**src/rtl/gpi_pkg.sv**
```systemverilog
package gpi_pkg;
  localparam int GPI_W = 16;

  typedef struct packed {
    logic cs_fall;
    logic cs_rise;
    logic sclk_rise;
    logic sclk_fall;
  } spi_ev_t;
endpackage

```
**src/rtl/gpi_sync.sv**
```systemverilog
module gpi_sync #(
  parameter int          W       = 1,
  parameter logic [W-1:0] RST_VAL = '0
) (
  input  logic         clk_i,
  input  logic         rst_ni,
  input  logic [W-1:0] d_i,
  output logic [W-1:0] q_o
);
  for (genvar i = 0; i < W; i++) begin : g_bit
    logic s1_q, s2_q;
    always_ff @(posedge clk_i or negedge rst_ni) begin
      if (!rst_ni) begin
        s1_q <= RST_VAL[i];
        s2_q <= RST_VAL[i];
      end else begin
        s1_q <= d_i[i];
        s2_q <= s1_q;
      end
    end
    assign q_o[i] = s2_q;
  end
endmodule

```
**src/rtl/gpi_spi_edges.sv**
```systemverilog
module gpi_spi_edges
  import gpi_pkg::*;
(
  input  logic    clk_i,
  input  logic    rst_ni,
  input  logic    cs_s_i,
  input  logic    sclk_s_i,
  output spi_ev_t ev_o
);
  logic cs_q, sclk_q;

  always_ff @(posedge clk_i or negedge rst_ni) begin
    if (!rst_ni) begin
      cs_q   <= 1'b1;
      sclk_q <= 1'b0;
    end else begin
      cs_q   <= cs_s_i;
      sclk_q <= sclk_s_i;
    end
  end

  assign ev_o.cs_fall   = cs_q & ~cs_s_i;
  assign ev_o.cs_rise   = ~cs_q & cs_s_i;
  // serial clock edges only count while selected
  assign ev_o.sclk_rise = ~cs_s_i & ~sclk_q & sclk_s_i;
  assign ev_o.sclk_fall = ~cs_s_i & sclk_q & ~sclk_s_i;

  p_ev_excl_r4: assert property (@(posedge clk_i) disable iff (!rst_ni)
    $onehot0({ev_o.cs_fall, ev_o.cs_rise, ev_o.sclk_rise, ev_o.sclk_fall}));
  p_no_clk_desel_r4: assert property (@(posedge clk_i) disable iff (!rst_ni)
    cs_s_i |-> !(ev_o.sclk_rise || ev_o.sclk_fall));
endmodule

```
**src/rtl/gpi_spi_shift.sv**
```systemverilog
module gpi_spi_shift
  import gpi_pkg::*;
#(
  parameter int W = GPI_W
) (
  input  logic         clk_i,
  input  logic         rst_ni,
  input  spi_ev_t      ev_i,
  input  logic         cs_s_i,
  input  logic         sdin_s_i,
  input  logic [W-1:0] data_s_i,
  output logic [W-1:0] status_o,
  output logic [W-1:0] mask_o,
  output logic         sdout_o,
  output logic         sdout_oe_o
);
  logic [W-1:0] status_q, sh_q, mask_q;
  logic         first_q, sdout_q;

  always_ff @(posedge clk_i or negedge rst_ni) begin
    if (!rst_ni) begin
      status_q <= '0;
      sh_q     <= '0;
      mask_q   <= '1;
      first_q  <= 1'b0;
      sdout_q  <= 1'b0;
    end else begin
      if (ev_i.cs_fall) begin
        status_q <= data_s_i;
        first_q  <= 1'b1;
      end
      if (ev_i.sclk_rise) begin
        first_q <= 1'b0;
        if (first_q) begin
          sh_q    <= status_q;
          sdout_q <= status_q[W-1];
        end else begin
          sdout_q <= sh_q[W-1];
        end
      end
      if (ev_i.sclk_fall) sh_q <= {sh_q[W-2:0], sdin_s_i};
      if (ev_i.cs_rise)   mask_q <= sh_q;
    end
  end

  assign status_o   = status_q;
  assign mask_o     = mask_q;
  assign sdout_o    = sdout_q;
  assign sdout_oe_o = ~cs_s_i;

  p_capture_r1: assert property (@(posedge clk_i) disable iff (!rst_ni)
    ev_i.cs_fall |=> status_q == $past(data_s_i));
  p_status_hold_r1: assert property (@(posedge clk_i) disable iff (!rst_ni)
    !ev_i.cs_fall |=> $stable(status_q));
  p_load_r2: assert property (@(posedge clk_i) disable iff (!rst_ni)
    (ev_i.sclk_rise && first_q) |=>
      (sh_q == $past(status_q)) && (sdout_q == $past(status_q[W-1])));
  p_shift_in_r4: assert property (@(posedge clk_i) disable iff (!rst_ni)
    ev_i.sclk_fall |=> sh_q == {$past(sh_q[W-2:0]), $past(sdin_s_i)});
  p_mask_commit_r5: assert property (@(posedge clk_i) disable iff (!rst_ni)
    ev_i.cs_rise |=> mask_q == $past(sh_q));
endmodule

```
**src/rtl/gpi_irq.sv**
```systemverilog
module gpi_irq #(
  parameter int W = gpi_pkg::GPI_W
) (
  input  logic         clk_i,
  input  logic         rst_ni,
  input  logic [W-1:0] data_s_i,
  input  logic [W-1:0] status_i,
  input  logic [W-1:0] mask_i,
  input  logic         clr_i,
  output logic         irq_o
);
  logic [W-1:0] hit;
  logic         irq_q;

  for (genvar i = 0; i < W; i++) begin : g_hit
    assign hit[i] = mask_i[i] & (data_s_i[i] ^ status_i[i]);
  end

  always_ff @(posedge clk_i or negedge rst_ni) begin
    if (!rst_ni)    irq_q <= 1'b0;
    else if (clr_i) irq_q <= 1'b0;
    else if (|hit)  irq_q <= 1'b1;
  end

  assign irq_o = irq_q;

  p_clear_r9: assert property (@(posedge clk_i) disable iff (!rst_ni)
    clr_i |=> !irq_q);
  p_cause_r8: assert property (@(posedge clk_i) disable iff (!rst_ni)
    $rose(irq_q) |-> $past(|(mask_i & (data_s_i ^ status_i))));
  p_sticky_r11: assert property (@(posedge clk_i) disable iff (!rst_ni)
    (irq_q && !clr_i) |=> irq_q);
endmodule

```
**src/rtl/spi_gpi_core.sv**
```systemverilog
module spi_gpi_core
  import gpi_pkg::*;
#(
  parameter int W = GPI_W
) (
  input  logic         clk_i,
  input  logic         rst_ni,
  input  logic         cs_ni,
  input  logic         sclk_i,
  input  logic         sdin_i,
  output logic         sdout_o,
  output logic         sdout_oe_o,
  input  logic [W-1:0] data_i,
  output logic         int_n_o,
  output logic         int_oe_o
);
  localparam int SW = W + 3;
  localparam logic [SW-1:0] SYNC_RST = {1'b1, {(SW-1){1'b0}}};

  logic [SW-1:0] sync_q;
  logic          cs_s, sclk_s, sdin_s;
  logic [W-1:0]  data_s, status, mask;
  spi_ev_t       ev;
  logic          irq;

  gpi_sync #(.W(SW), .RST_VAL(SYNC_RST)) u_sync (
    .clk_i (clk_i),
    .rst_ni(rst_ni),
    .d_i   ({cs_ni, sclk_i, sdin_i, data_i}),
    .q_o   (sync_q)
  );

  assign {cs_s, sclk_s, sdin_s, data_s} = sync_q;

  gpi_spi_edges u_edges (
    .clk_i   (clk_i),
    .rst_ni  (rst_ni),
    .cs_s_i  (cs_s),
    .sclk_s_i(sclk_s),
    .ev_o    (ev)
  );

  gpi_spi_shift #(.W(W)) u_shift (
    .clk_i     (clk_i),
    .rst_ni    (rst_ni),
    .ev_i      (ev),
    .cs_s_i    (cs_s),
    .sdin_s_i  (sdin_s),
    .data_s_i  (data_s),
    .status_o  (status),
    .mask_o    (mask),
    .sdout_o   (sdout_o),
    .sdout_oe_o(sdout_oe_o)
  );

  gpi_irq #(.W(W)) u_irq (
    .clk_i   (clk_i),
    .rst_ni  (rst_ni),
    .data_s_i(data_s),
    .status_i(status),
    .mask_i  (mask),
    .clr_i   (ev.cs_fall),
    .irq_o   (irq)
  );

  assign int_n_o  = ~irq;
  assign int_oe_o = irq;

  p_int_pair_r8: assert property (@(posedge clk_i) disable iff (!rst_ni)
    int_n_o != int_oe_o);
  p_oe_desel_r7: assert property (@(posedge clk_i) disable iff (!rst_ni)
    ev.cs_rise |=> !sdout_oe_o);
endmodule

```
**config.mk**
```make
export PLATFORM = sky130hd
export DESIGN_NAME = spi_gpi_core
export DESIGN_NICKNAME = d
export VERILOG_FILES = /design/src/rtl/gpi_pkg.sv /design/src/rtl/gpi_sync.sv /design/src/rtl/gpi_spi_edges.sv /design/src/rtl/gpi_spi_shift.sv /design/src/rtl/gpi_irq.sv /design/src/rtl/spi_gpi_core.sv
export SDC_FILE = /design/constraint.sdc
export NUM_CORES = 1
export LEC_CHECK = 0
export BUFFER_PORTS_ARGS = -buffer_cell sky130_fd_sc_hd__buf_2
export CORE_MARGIN = 2
export CORE_UTILIZATION = 50
export CTS_CLUSTER_SIZE = 16
export DETAILED_ROUTE_END_ITERATION = 10
export PLACE_DENSITY_LB_ADDON = 0.2
export SYNTH_ARGS = -nofsm -noshare
export SYNTH_HDL_FRONTEND = slang
export SYNTH_HIERARCHICAL = 1
export SYNTH_SLANG_ARGS = --single-unit
```
**constraint.sdc**
```tcl
create_clock -name clk_i -period 1.6 [get_ports clk_i]
set_clock_uncertainty 0.2 [all_clocks]
set_input_delay 0 -clock clk_i [delete_from_list [all_inputs] [get_ports clk_i]]
set_output_delay 0 -clock clk_i [all_outputs]
set_load 0.1 [all_outputs]
```
==> implementation parameters <==
Parameter                              Value

Outcome
  Run status    completed

Routing
  Detailed Route WL    6398 µm
  Starting DRT DRC Count    125
  Count of TritonRoute iterations in the first routing pass    4
  Overall via count from detail_route    2078
  Routed wire length per instance    15.84 µm
  Antenna-violating nets left    0
  DRC    0
  Via density per instance    5.144

Timing
  Max Transition Viols Final    0
  Hold violation count in the final report    0
  Setup repair after global routing missed its margin    yes
  Post-layout min period    1590 ps
  Slew HR    67.85%
  Fmax    629.1 MHz
  Final Cycle Share    99.36%
  Total of endpoints with negative setup slack in the final report    0
  Worst-Margin Slew    485.6 ps
  Post-route setup slack    10.31 ps

Cells and area
  Antenna fix cells    0
  Layout cell share with drive strength beyond 1    43.61%
  Most frequent standard cell in the layout excluding fill and tap cells    sky130_fd_sc_hd__dfrtp_1
  Area of all placed cells without fillers    4551 µm²
  Leading cell types in the layout, fill and taps excluded    sky130_fd_sc_hd__dfrtp_1 (71), sky130_fd_sc_hd__buf_2 (22), sky130_fd_sc_hd__mux2_2 (22)
  Final instance count without filler cells    404
  Area growth from synthesis to layout    24.26%
  Number of nets at the end of the flow    321

Floorplan
  Starting density of the core    51.04%
  Chip Height    89.59 µm
  FP Rows    31
  Die width    89.59 µm
  Area enclosed by the die boundary    8025 µm²
  CORE AREA    7176 µm²
  I/O Pins    25

Clocking
  Number of H-tree levels    3
  Clock net sink count    91
  Clock-pin slew of the registers on the worst-case setup and hold paths    80 ps
  Longest Clk Path Bufs    2
  Skew-Pair Late Insertion Delay    350 ps
  Clock root buffer    sky130_fd_sc_hd__clkbuf_8
  Num CTS Buffers    9
  TritonCTS clock tree    yes

Critical path
  Critical path fanouts, max    9
  R2R depth    5
  Register-to-Register Setup Slack    10 ps
  Reg2Reg Launch Point    u_sync/g_bit[18].s2_q$_DFF_PN1_
  Category of the critical setup timing path    flop to flop
  Reg2reg end    u_shift/sh_q[1]$_DFFE_PN0P_
  Critical Path Sink Type    flop
  Req. time, crit path    1640 ps
  Crit path launch type    flop
  Critical path data arrival time    1630 ps

Synth
  Yosys warning count    6
  Synthesized area divided by synthesized cell count    14.14 µm²
  Summed instance area of the synthesized netlist    3662 µm²
  Number of synthesized register bits    91
  Sequential fraction of the synthesis area    62.83%
  Unique masters post-synth    25
  Gate Count Post-Synth    259
  Syn nets    280

Placement
  Final weighted congestion of routability-driven global placement    0.7428
  Count of buffers from port buffering    24
  Pre-CTS setup slack    1.139 ps
  Area after DPL    3859 µm²
  Cell count after placement    359
  Detailed-placement wirelength estimate    3569 µm

Global routing
  Grt ovf    0
  Number of antenna violations at the first check in global routing    0
  First-pass GRT wire length    10130 µm
  Pin count of the biggest net entering global routing    92
  Aggregate global-route resource usage    17.05%
  Via count of the first global-routing pass    2110

Pwr
  Leakage power figure    1.936 nW
  Peak ir drop on the vdd network    0.5362 mV
  Power after layout    6.030 mW
  Power density over the cells    1325 nW/µm²

Hold path
  Hold Path Class    input port to async pin

Job
  Max-cap violations    0
## report_power, final
part	switching [mW]	leakage [nW]	internal, mW
Clock	0.758	0.117	1.08
Sequential	0.290	1.05	2.79
Combinational	0.512	0.764	0.600
Total	1.56	1.94	4.47
## worst max-delay path by stage
stage / start / to / slack [ps] / cells after the start
final: u_sync/g_bit[18].s2_q$_DFF_PN1_ / u_shift/sh_q[1]$_DFFE_PN0P_ / 10 / 5
after global routing: u_sync/g_bit[18].s2_q$_DFF_PN1_ / u_shift/sh_q[1]$_DFFE_PN0P_ / -40 / 5
after CTS: u_sync/g_bit[18].s2_q$_DFF_PN1_ / u_shift/sh_q[4]$_DFFE_PN0P_ / 0.9 / 4
after detailed placement: u_edges/cs_q$_DFF_PN1_ / u_shift/status_o[12]$_DFFE_PN0P_ / 1 / 3
after global placement: u_edges/cs_q$_DFF_PN1_ / u_shift/status_o[3]$_DFFE_PN0P_ / 20 / 3
after floorplan: u_sync/g_bit[18].s2_q$_DFF_PN1_ / u_shift/mask_o[10]$_DFFE_PN1P_ / -2 / 5
## sequential cells by signal (all words and copies together), names as in the netlist
signal and flops:
u_shift/sh_q 16, u_shift/first_q 1, u_irq/irq_o 1, u_shift/mask_o 16, u_edges/sclk_q 1, u_shift/status_o 16
u_shift/sdout_o 1, u_sync/g_bit.s1_q 19, u_edges/cs_q 1, u_sync/g_bit.s2_q 19
## stage by stage
step                      hold WS [ps]  TNS [ps]  util, %
after floorplan                 -495.6    -40.80        -
after global placement          -117.4         0    53.78
after detailed placement        -116.3         0    53.78
after CTS                        49.46         0    60.02
after global routing             59.11    -72.18    63.42
final                            34.10         0    63.42
## synthesized netlist by cell type
cell type	number	area [µm²]
sky130_fd_sc_hd__dfrtp_1	72	1802
sky130_fd_sc_hd__mux2_2	32	360.4
sky130_fd_sc_hd__buf_4	21	157.7
sky130_fd_sc_hd__dfstp_2	19	499.2
sky130_fd_sc_hd__inv_1	18	67.56
sky130_fd_sc_hd__nand2_1	16	60.06
sky130_fd_sc_hd__nand4b_1	16	140.1
sky130_fd_sc_hd__xor2_1	16	140.1
sky130_fd_sc_hd__o311ai_2	10	162.7
sky130_fd_sc_hd__buf_2	7	35.03
sky130_fd_sc_hd__a22oi_1	6	45.04
sky130_fd_sc_hd__o311ai_0	5	43.79
sky130_fd_sc_hd__buf_6	3	33.78
sky130_fd_sc_hd__nor2_1	3	11.26
sky130_fd_sc_hd__a21oi_1	2	10.01
sky130_fd_sc_hd__clkbuf_1	2	7.510
sky130_fd_sc_hd__nor2b_1	2	12.51
sky130_fd_sc_hd__nor3b_1	2	15.01
sky130_fd_sc_hd__a222oi_1	1	10.01
sky130_fd_sc_hd__a31oi_1	1	6.260
sky130_fd_sc_hd__and2_4	1	8.760
sky130_fd_sc_hd__and3_1	1	6.260
sky130_fd_sc_hd__and4_1	1	8.760
sky130_fd_sc_hd__mux2i_1	1	10.01
sky130_fd_sc_hd__o311ai_1	1	8.760
## critical path, cell delays in order (launching register included)
cell                       delay [ps]
sky130_fd_sc_hd__dfstp_2          550
sky130_fd_sc_hd__buf_6            110
sky130_fd_sc_hd__nor3b_4           50
sky130_fd_sc_hd__buf_6            130
sky130_fd_sc_hd__buf_8            150
sky130_fd_sc_hd__o311ai_1         280
## repair_timing
action / 4_1_cts / 5_1_grt
pin swaps: 0 / 2
buffers inserted: 0 / 6
resized for setup: 3 / 29
endpoints found under the hold margin: 110 / 0
hold buffers: 20 / 0
gates cloned: 0 / 3
setup endpoints to repair: 14 / 16
## layout make-up
type	count	area [µm²]
timing repair buffer	63	590.6
clock buffer	12	145.1
multi-input combinational	117	1220
tap	99	123.9
fill	547	2625
sequential	91	2302
inverter	18	71.32
clock inverter	4	97.59
## metal layers
layer / up-vias / wire length, µm / global-route usage [%]
met1: 1073 / 3070 / 22.52
met5: - / 0 / 0
li1: 964 / - / -
met2: 36 / 3066 / 27.01
met3: 5 / 200 / 6.307
met4: 0 / 61 / 4.071
## cell families after synthesis
family,Yosys count,synth area share [%]
AOI/OAI and AO/OA,26,7.824
xor gates and xnor gates,16,3.826
buffers and inverters,51,8.233
DFF,91,62.83
muxes,33,10.11
and+or+nand+nor,42,7.175
Note: power is estimated with default switching activity, not from simulation.
